### src/rtl/lrm_pkg.sv
// Shared types for the line refill master.
// Assumes nothing beyond IEEE 1800-2017 enum support.
package lrm_pkg;

    // Controller state: idle, multi-beat line refill, single-beat transfer.
    typedef enum logic [1:0] {
        ST_IDLE   = 2'd0,
        ST_REFILL = 2'd1,
        ST_SINGLE = 2'd2
    } lrm_state_e;

    // Request kind as encoded on the miss_kind port.
    typedef enum logic [1:0] {
        KIND_REFILL = 2'd0,
        KIND_STORE  = 2'd1,
        KIND_NCLOAD = 2'd2
    } lrm_kind_e;

endpackage

### src/rtl/lrm_issue.sv
// Request issue tracker: owns wb_adr and wb_stb.
// In refill mode the address steps through the rows of one line, one row
// per accepted strobe. The strobe drops as the last row is accepted. In
// single mode the strobe drops after the first accepted cycle.
// Assumes ADR_W > ROW_OFF + ROW_LINE_BITS and ROW_LINE_BITS >= 1.
module lrm_issue #(
    parameter int ADR_W         = 64,
    parameter int ROW_OFF       = 3,
    parameter int ROW_LINE_BITS = 3
) (
    input  logic             clk,
    input  logic             rst_n,
    input  logic             load_line,
    input  logic             load_single,
    input  logic [ADR_W-1:0] line_adr,
    input  logic [ADR_W-1:0] single_adr,
    input  logic             refill_mode,
    input  logic             single_mode,
    input  logic             finish,
    input  logic             stall,
    output logic [ADR_W-1:0] adr,
    output logic             stb,
    output logic             sent_all
);
    localparam int LINE_OFF = ROW_OFF + ROW_LINE_BITS;

    logic [ADR_W-1:0]         adr_q;
    logic                     stb_q;
    logic [ADR_W-1:0]         adr_next;
    logic [ROW_LINE_BITS-1:0] adr_row;
    logic                     taken;
    logic                     at_last;

    assign adr_row = adr_q[LINE_OFF-1:ROW_OFF];
    assign taken   = stb_q && !stall;
    assign at_last = &adr_row;

    // All requests are out when the strobe is low, or when the last row is accepted now.
    assign sent_all = !stb_q || (refill_mode && taken && at_last);

    // Next row address: narrow increment inside the line, upper bits kept.
    always_comb begin
        adr_next                      = adr_q;
        adr_next[LINE_OFF-1:ROW_OFF]  = adr_row + 1'b1;
    end

    // Strobe and address register updates.
    always_ff @(posedge clk) begin
        if (!rst_n) begin
            adr_q <= '0;
            stb_q <= 1'b0;
        end else if (load_line) begin
            adr_q <= line_adr;
            stb_q <= 1'b1;
        end else if (load_single) begin
            adr_q <= single_adr;
            stb_q <= 1'b1;
        end else if (finish) begin
            stb_q <= 1'b0;
        end else if (refill_mode && taken) begin
            adr_q <= adr_next;
            if (at_last) begin
                stb_q <= 1'b0;
            end
        end else if (single_mode && taken) begin
            stb_q <= 1'b0;
        end
    end

    assign adr = adr_q;
    assign stb = stb_q;

endmodule

### src/rtl/lrm_collect.sv
// Acknowledge collector: holds the data RAM row that the next returning
// word is written to. It loads {index, 0} at refill start and advances by
// one in-line row per acknowledge, leaving the index bits untouched.
// Assumes ROW_LINE_BITS >= 1 and IDX_BITS >= 1.
module lrm_collect #(
    parameter int IDX_BITS      = 5,
    parameter int ROW_LINE_BITS = 3,
    localparam int ROW_BITS     = IDX_BITS + ROW_LINE_BITS
) (
    input  logic                     clk,
    input  logic                     rst_n,
    input  logic                     load,
    input  logic [IDX_BITS-1:0]      index,
    input  logic                     step,
    output logic [ROW_BITS-1:0]      row,
    output logic [ROW_LINE_BITS-1:0] row_in_line,
    output logic                     last_row
);
    logic [ROW_BITS-1:0] row_q;

    // Store-row counter; only the in-line bits take part in the increment.
    always_ff @(posedge clk) begin
        if (!rst_n) begin
            row_q <= '0;
        end else if (load) begin
            row_q <= {index, {ROW_LINE_BITS{1'b0}}};
        end else if (step) begin
            row_q[ROW_LINE_BITS-1:0] <= row_q[ROW_LINE_BITS-1:0] + 1'b1;
        end
    end

    assign row         = row_q;
    assign row_in_line = row_q[ROW_LINE_BITS-1:0];
    assign last_row    = &row_q[ROW_LINE_BITS-1:0];

endmodule

### src/rtl/lrm_valid.sv
// Line valid bits, one per set and way. Reset clears them all, so every
// access misses. A completed refill sets exactly one bit.
// Assumes SETS*WAYS is small enough for flops (no RAM inference).
module lrm_valid #(
    parameter int SETS      = 32,
    parameter int WAYS      = 2,
    localparam int IDX_BITS = $clog2(SETS),
    localparam int WAY_BITS = $clog2(WAYS)
) (
    input  logic                 clk,
    input  logic                 rst_n,
    input  logic                 set_en,
    input  logic [IDX_BITS-1:0]  set_idx,
    input  logic [WAY_BITS-1:0]  set_way,
    output logic [SETS*WAYS-1:0] valid
);
    for (genvar s = 0; s < SETS; s++) begin : g_set
        for (genvar w = 0; w < WAYS; w++) begin : g_way
            // One valid flop, set on refill completion for its own set and way.
            always_ff @(posedge clk) begin
                if (!rst_n) begin
                    valid[s*WAYS+w] <= 1'b0;
                end else if (set_en && set_idx == IDX_BITS'(s) && set_way == WAY_BITS'(w)) begin
                    valid[s*WAYS+w] <= 1'b1;
                end
            end
        end
    end

endmodule

### src/rtl/line_refill_master.sv
// Pipelined Wishbone line refill master.
// It accepts a refill, store or uncached-load request while idle. For a
// refill it issues LINE_ROWS pipelined reads and writes each acknowledged
// word into the data RAM. It keeps the requested row as the result, sets
// the line valid bit and pulses done. Store hits pass through to the RAM
// port when no refill acknowledge is being written.
// Assumes WAYS >= 2, SETS >= 2, LINE_ROWS >= 2 (all powers of two),
// DATA_W a power-of-two multiple of 8, and a slave that never acknowledges
// more requests than were accepted.
module line_refill_master
    import lrm_pkg::*;
#(
    parameter int DATA_W         = 64,
    parameter int ADR_W          = 64,
    parameter int LINE_ROWS      = 8,
    parameter int SETS           = 32,
    parameter int WAYS           = 2,
    localparam int SEL_W         = DATA_W / 8,
    localparam int ROW_OFF       = $clog2(SEL_W),
    localparam int ROW_LINE_BITS = $clog2(LINE_ROWS),
    localparam int LINE_OFF      = ROW_OFF + ROW_LINE_BITS,
    localparam int IDX_BITS      = $clog2(SETS),
    localparam int WAY_BITS      = $clog2(WAYS),
    localparam int ROW_BITS      = IDX_BITS + ROW_LINE_BITS
) (
    input  logic                 clk,
    input  logic                 rst_n,
    input  logic                 miss_valid,
    input  logic [1:0]           miss_kind,
    input  logic [ADR_W-1:0]     miss_addr,
    input  logic [IDX_BITS-1:0]  miss_index,
    input  logic [WAY_BITS-1:0]  miss_way,
    input  logic [DATA_W-1:0]    miss_wdata,
    input  logic [SEL_W-1:0]     miss_sel,
    output logic                 busy,
    output logic                 done,
    output logic [DATA_W-1:0]    done_data,
    output logic [SETS*WAYS-1:0] line_valid,
    input  logic                 hit_wr_en,
    input  logic [WAY_BITS-1:0]  hit_wr_way,
    input  logic [ROW_BITS-1:0]  hit_wr_row,
    input  logic [DATA_W-1:0]    hit_wr_data,
    input  logic [SEL_W-1:0]     hit_wr_sel,
    output logic                 ram_we,
    output logic [WAY_BITS-1:0]  ram_way,
    output logic [ROW_BITS-1:0]  ram_row,
    output logic [DATA_W-1:0]    ram_data,
    output logic [SEL_W-1:0]     ram_sel,
    output logic                 wb_cyc,
    output logic                 wb_stb,
    output logic                 wb_we,
    output logic [ADR_W-1:0]     wb_adr,
    output logic [SEL_W-1:0]     wb_sel,
    output logic [DATA_W-1:0]    wb_dat_o,
    input  logic [DATA_W-1:0]    wb_dat_i,
    input  logic                 wb_ack,
    input  logic                 wb_stall
);
    lrm_state_e               state_q;
    lrm_kind_e                kind;
    logic                     idle, refilling, single_mode;
    logic                     start_line, start_single;
    logic [ADR_W-1:0]         line_adr;
    logic                     sent_all;
    logic                     refill_ack, refill_done, single_done;
    logic [ROW_BITS-1:0]      store_row;
    logic [ROW_LINE_BITS-1:0] store_row_in_line;
    logic                     store_last;
    logic [ROW_LINE_BITS-1:0] want_row_q;
    logic [WAY_BITS-1:0]      way_q;
    logic                     is_nc_q;
    logic                     cyc_q, we_q, done_q;
    logic [SEL_W-1:0]         sel_q;
    logic [DATA_W-1:0]        dat_o_q, result_q;

    assign kind         = lrm_kind_e'(miss_kind);
    assign idle         = (state_q == ST_IDLE);
    assign refilling    = (state_q == ST_REFILL);
    assign single_mode  = (state_q == ST_SINGLE);
    assign start_line   = idle && miss_valid && kind == KIND_REFILL;
    assign start_single = idle && miss_valid && (kind == KIND_STORE || kind == KIND_NCLOAD);
    assign line_adr     = {miss_addr[ADR_W-1:LINE_OFF], {LINE_OFF{1'b0}}};
    assign refill_ack   = refilling && wb_ack;
    assign refill_done  = refill_ack && sent_all && store_last;
    assign single_done  = single_mode && wb_ack;

    lrm_issue #(
        .ADR_W        (ADR_W),
        .ROW_OFF      (ROW_OFF),
        .ROW_LINE_BITS(ROW_LINE_BITS)
    ) u_issue (
        .clk        (clk),
        .rst_n      (rst_n),
        .load_line  (start_line),
        .load_single(start_single),
        .line_adr   (line_adr),
        .single_adr (miss_addr),
        .refill_mode(refilling),
        .single_mode(single_mode),
        .finish     (refill_done || single_done),
        .stall      (wb_stall),
        .adr        (wb_adr),
        .stb        (wb_stb),
        .sent_all   (sent_all)
    );

    lrm_collect #(
        .IDX_BITS     (IDX_BITS),
        .ROW_LINE_BITS(ROW_LINE_BITS)
    ) u_collect (
        .clk        (clk),
        .rst_n      (rst_n),
        .load       (start_line),
        .index      (miss_index),
        .step       (refill_ack),
        .row        (store_row),
        .row_in_line(store_row_in_line),
        .last_row   (store_last)
    );

    lrm_valid #(
        .SETS(SETS),
        .WAYS(WAYS)
    ) u_valid (
        .clk    (clk),
        .rst_n  (rst_n),
        .set_en (refill_done),
        .set_idx(store_row[ROW_BITS-1:ROW_LINE_BITS]),
        .set_way(way_q),
        .valid  (line_valid)
    );

    // Transfer control: state, bus qualifiers, result capture and done pulse.
    always_ff @(posedge clk) begin
        if (!rst_n) begin
            state_q    <= ST_IDLE;
            cyc_q      <= 1'b0;
            we_q       <= 1'b0;
            sel_q      <= '0;
            dat_o_q    <= '0;
            way_q      <= '0;
            want_row_q <= '0;
            is_nc_q    <= 1'b0;
            result_q   <= '0;
            done_q     <= 1'b0;
        end else begin
            done_q <= 1'b0;
            unique case (state_q)
                ST_IDLE: begin
                    if (start_line) begin
                        state_q    <= ST_REFILL;
                        cyc_q      <= 1'b1;
                        we_q       <= 1'b0;
                        sel_q      <= '1;
                        way_q      <= miss_way;
                        want_row_q <= miss_addr[LINE_OFF-1:ROW_OFF];
                    end else if (start_single) begin
                        state_q <= ST_SINGLE;
                        cyc_q   <= 1'b1;
                        is_nc_q <= (kind == KIND_NCLOAD);
                        we_q    <= (kind == KIND_STORE);
                        sel_q   <= (kind == KIND_STORE) ? miss_sel : '1;
                        dat_o_q <= miss_wdata;
                    end
                end
                ST_REFILL: begin
                    if (refill_ack && store_row_in_line == want_row_q) begin
                        result_q <= wb_dat_i;
                    end
                    if (refill_done) begin
                        state_q <= ST_IDLE;
                        cyc_q   <= 1'b0;
                        done_q  <= 1'b1;
                    end
                end
                ST_SINGLE: begin
                    if (single_done) begin
                        state_q <= ST_IDLE;
                        cyc_q   <= 1'b0;
                        we_q    <= 1'b0;
                        done_q  <= 1'b1;
                        if (is_nc_q) begin
                            result_q <= wb_dat_i;
                        end
                    end
                end
                default: state_q <= ST_IDLE;
            endcase
        end
    end

    // Data RAM write port: refill words take the port, otherwise store hits pass through.
    always_comb begin
        if (refill_ack) begin
            ram_we   = 1'b1;
            ram_way  = way_q;
            ram_row  = store_row;
            ram_data = wb_dat_i;
            ram_sel  = '1;
        end else begin
            ram_we   = hit_wr_en;
            ram_way  = hit_wr_way;
            ram_row  = hit_wr_row;
            ram_data = hit_wr_data;
            ram_sel  = hit_wr_sel;
        end
    end

    assign busy      = !idle;
    assign done      = done_q;
    assign done_data = result_q;
    assign wb_cyc    = cyc_q;
    assign wb_we     = we_q;
    assign wb_sel    = sel_q;
    assign wb_dat_o  = dat_o_q;

endmodule

### config.mk
export PLATFORM = sky130hd
export DESIGN_NAME = line_refill_master
export DESIGN_NICKNAME = d
export VERILOG_FILES = /design/src/rtl/lrm_pkg.sv /design/src/rtl/lrm_issue.sv /design/src/rtl/lrm_collect.sv /design/src/rtl/lrm_valid.sv /design/src/rtl/line_refill_master.sv
export SDC_FILE = /design/constraint.sdc
export NUM_CORES = 1
export LEC_CHECK = 0
export ABC_CLOCK_PERIOD_IN_PS = 1980
export BUFFER_PORTS_ARGS = -buffer_cell sky130_fd_sc_hd__clkbuf_2
export CAP_MARGIN = 25
export CORE_AREA = 8 8 245 247
export CTS_CLUSTER_SIZE = 10
export DETAILED_ROUTE_END_ITERATION = 8
export DIE_AREA = 0 0 253 255
export PLACE_DENSITY = 0.54
export REMOVE_ABC_BUFFERS = 1
export SLEW_MARGIN = 10
export SYNTH_ARGS = -nofsm -noshare
export SYNTH_HDL_FRONTEND = slang
export SYNTH_SLANG_ARGS = --single-unit
### constraint.sdc
create_clock -name clk -period 1.98 [get_ports clk]
set_clock_uncertainty 0.2 [all_clocks]
set_input_delay 0.396 -clock clk [delete_from_list [all_inputs] [get_ports clk]]
set_output_delay 0.396 -clock clk [all_outputs]
set_load 0.02 [all_outputs]
==> impl_metrics.tcl <==
set metrics [dict create \
    status "complete, but fails checks" \
    violations "setup timing" \
    root_buffer "clkbuf_16" \
    grt_remaining_overflow 0 \
    die_x_um 253 \
    fmax_ghz 0.3931 \
    reg2reg_depth 9 \
    rows 87 \
    synth_mux_area_share_pct 5.693 \
    grt_pass1_wl_mm 80.32 \
    area_delta_synth_final_pct 78.86 \
    fp.dieH_um 255 \
    grt_max_degree 59 \
    cp-end-kind "output pin" \
    dp_hpwl_mm 39.55 \
    slew_viol_final 0 \
    p_leak_nw 10.10 \
    maxCapViolations 0 \
    cts.path.max_buffers 3 \
    r2r-end "done_data[58]" \
    worstSetupPathType "reg -> out" \
    pre_cts_ws_ps -141.5 \
    p_total_mw 15.55 \
    r2r_slack_ps -110 \
    syn_inst 1485 \
    synthXorXnorAreaFrac_pct 0.3019 \
    synth.distinct_cells 42 \
    critPathMaxFanout 8 \
    drive_above_1_share_pct 37.85 \
    synth_top_family_by_area "simple AND/OR/NAND/NOR gates" \
    holdPathEnd "wb_sel[7]" \
    min-delay-start "miss_sel[7]" \
    cts_buffers 38 \
    first_pass_iters 5 \
    yosys.area_share.simple_pct 25.66 \
    start_util_pct 20.74 \
    clkLatencyLatePin_ps 530 \
    setup_slack_ps -564.2 \
    routed_wl_mm 57.68 \
    hold_class "in -> reg" \
    antenna_found_initial 3 \
    netlist_area_mm2 0.01160 \
    fp.coreArea_mm2 0.05595 \
    wl_per_cell_um 18.32 \
    r2r-start "state_q[0]" \
    final_cell_mix "573 x nand2_1, 573 x clkbuf_2, 278 x dfxtp_1" \
    synth_fa_ha_area_share_pct 1.186 \
    yosysSeqAreaShare_pct 48.82 \
    dieArea_mm2 0.06452 \
    cts_tree "built" \
    powerDensity_mw_per_mm2 749.1 \
    synth-compound-area-share_pct 13.31 \
    fin_nets 2678 \
    cts_sinks 283 \
    num_vias 13813 \
    port_buffers 645 \
    cp.required_ps 1380 \
    grt_util_all_layers_pct 15.74 \
    via_per_inst 4.388 \
    routabilityCongestion 0.9261 \
    setup_viol 115 \
    synth-edff-count 0 \
    syn_area_per_cell_um2 7.814 \
    period_minus_slack_ps 2544 \
    fin_crit_sh_pct 128.5 \
    maxSlewHeadroom_pct 71.64 \
    tightest_slew_ps 424.8 \
    htreeDepth 2 \
    ant_nets 0 \
    worstPathArrival_ps 1950 \
    vdd_drop_max_uv 513.2 \
    clkSlewWorstSetupHoldPaths_ps 50 \
    synthArstFlopShare_pct 0 \
    drc 0 \
    grt_pass1_vias 13782 \
    final-hold-violation-count 0 \
    io_pins 646 \
    first_iter_violations 809 \
    rsz0062_at_grt "yes" \
    ys_warn_count 0 \
    fillerInstances 5665 \
    synth.ff_latch_count 283 \
    synth-main-ff-cell "dfxtp_1" \
    hold_path_depth 4 \
    critPathLaunchType "flop" \
]
## area by class of cell
type                       count  area, um2  share of cell area (%)
clock inverter                10      85.08                  0.4100
inverter                      11      46.29                  0.2231
tap                          756      945.9                   4.558
timing repair buffer         950       7142                   34.41
sequential                   283       5672                   27.33
clock buffer                  49       1033                   4.980
multi-input combinational   1088       5827                   28.08
antenna                        1      2.502                 0.01206
## registers in the layout (all words and copies together) (netlist names)
name and flops:
done_data 64, u_valid.valid 64, wb_sel 8, u_issue.stb 1
state_q 2, u_collect.row 8, want_row_q 3, wb_cyc 1
wb_we 1, done 1, way_q 1, wb_dat_o 64
is_nc_q 1, u_issue.adr 64
## cells by family after synthesis
logic type | after synthesis
and+or+nand+nor | 763
DFF | 283
AOI/OAI and AO/OA | 243
buffers and inverters | 115
muxes | 66
adders and majority gates | 11
xor gates and xnor gates | 4
## metrics by stage
step / util (%) / cell area (um2) / cells / hold slack [ps] / TNS [ps]
floorplan: - / 11060 / 1381 / 236.3 / -703790
finish: 37.09 / 20750 / 3148 / 68.54 / -41150
global route: 37.09 / 20750 / 3147 / 48.61 / -52830
global placement: 28.75 / 16090 / 2855 / 241.0 / -9048
detailed placement: 28.75 / 16090 / 2855 / 245.6 / -15230
CTS: 35.91 / 20090 / 3139 / 22.76 / -49410
## cell usage after synthesis (2+ instances only)
| library cell | n | area [um2] |
|---|---|---|
| a211oi_1 | 2 | 15.01 |
| a21oi_1 | 147 | 735.7 |
| and2_1 | 2 | 12.51 |
| and3_1 | 2 | 12.51 |
| buf_1 | 3 | 11.26 |
| buf_2 | 28 | 140.1 |
| buf_4 | 7 | 52.55 |
| buf_6 | 12 | 135.1 |
| clkbuf_1 | 54 | 202.7 |
| dfxtp_1 | 283 | 5665 |
| ha_1 | 11 | 137.6 |
| inv_1 | 10 | 37.54 |
| mux2i_1 | 66 | 660.6 |
| nand2_1 | 643 | 2414 |
| nand2b_1 | 12 | 75.07 |
| nand3_1 | 7 | 35.03 |
| nand3b_1 | 3 | 22.52 |
| nor2_1 | 74 | 277.8 |
| nor2b_1 | 7 | 43.79 |
| nor3_1 | 3 | 15.01 |
| nor4_1 | 2 | 12.51 |
| o2111ai_1 | 2 | 17.52 |
| o2111ai_4 | 4 | 105.1 |
| o211ai_1 | 2 | 15.01 |
| o21a_1 | 66 | 495.5 |
| o21ai_0 | 6 | 30.03 |
| o21ai_1 | 3 | 15.01 |
| o221a_2 | 6 | 67.56 |
| or2_1 | 2 | 12.51 |
| xnor2_1 | 4 | 35.03 |
## how the worst max path moves through the flow
stage | end | slack, ps | startpoint
after global placement | u_issue.adr[30] | -100 | miss_kind[0]
after detailed placement | u_issue.adr[12] | -140 | miss_kind[0]
final | ram_data[16] | -560 | state_q[1]
after global routing | ram_data[16] | -660 | state_q[1]
after floorplan | done_data[0] | -5630 | state_q[1]
after CTS | ram_data[30] | -600 | state_q[1]
## report_power, final
part           switching [mW]  internal, mW  total (mW)  leakage, nW
Combinational            1.76          1.42        3.17         7.25
Sequential              0.150          5.94        6.09         2.30
Clock                    2.50          3.78        6.28        0.551
## worst max-delay path, stage by stage, from the launching register on
cell and delay [ps]:
dfxtp_2 330, inv_2 50, ha_4 160, and2_4 200, buf_12 140, buf_12 120
buf_12 140, nand2_2 80, nand2_2 70, buf_6 130
## layer usage
layer  vias up  global-route usage [%]  wire, um
li1       6566                       -         -
met5         -                       0        29
met1      6556                   17.95     22590
met3       112                   5.117      4683
met4         4                   4.717      1606
met2       575                   27.84     28770
## timing repair
action,CTS,global route
hold buffers,205,0
pin swaps,9,49
hold endpoints to repair,209,0
gates resized for setup,118,185
setup buffers,11,1
cloned,10,10
setup endpoints to repair,272,276
No activity file was read; power rests on OpenSTA's default activity.
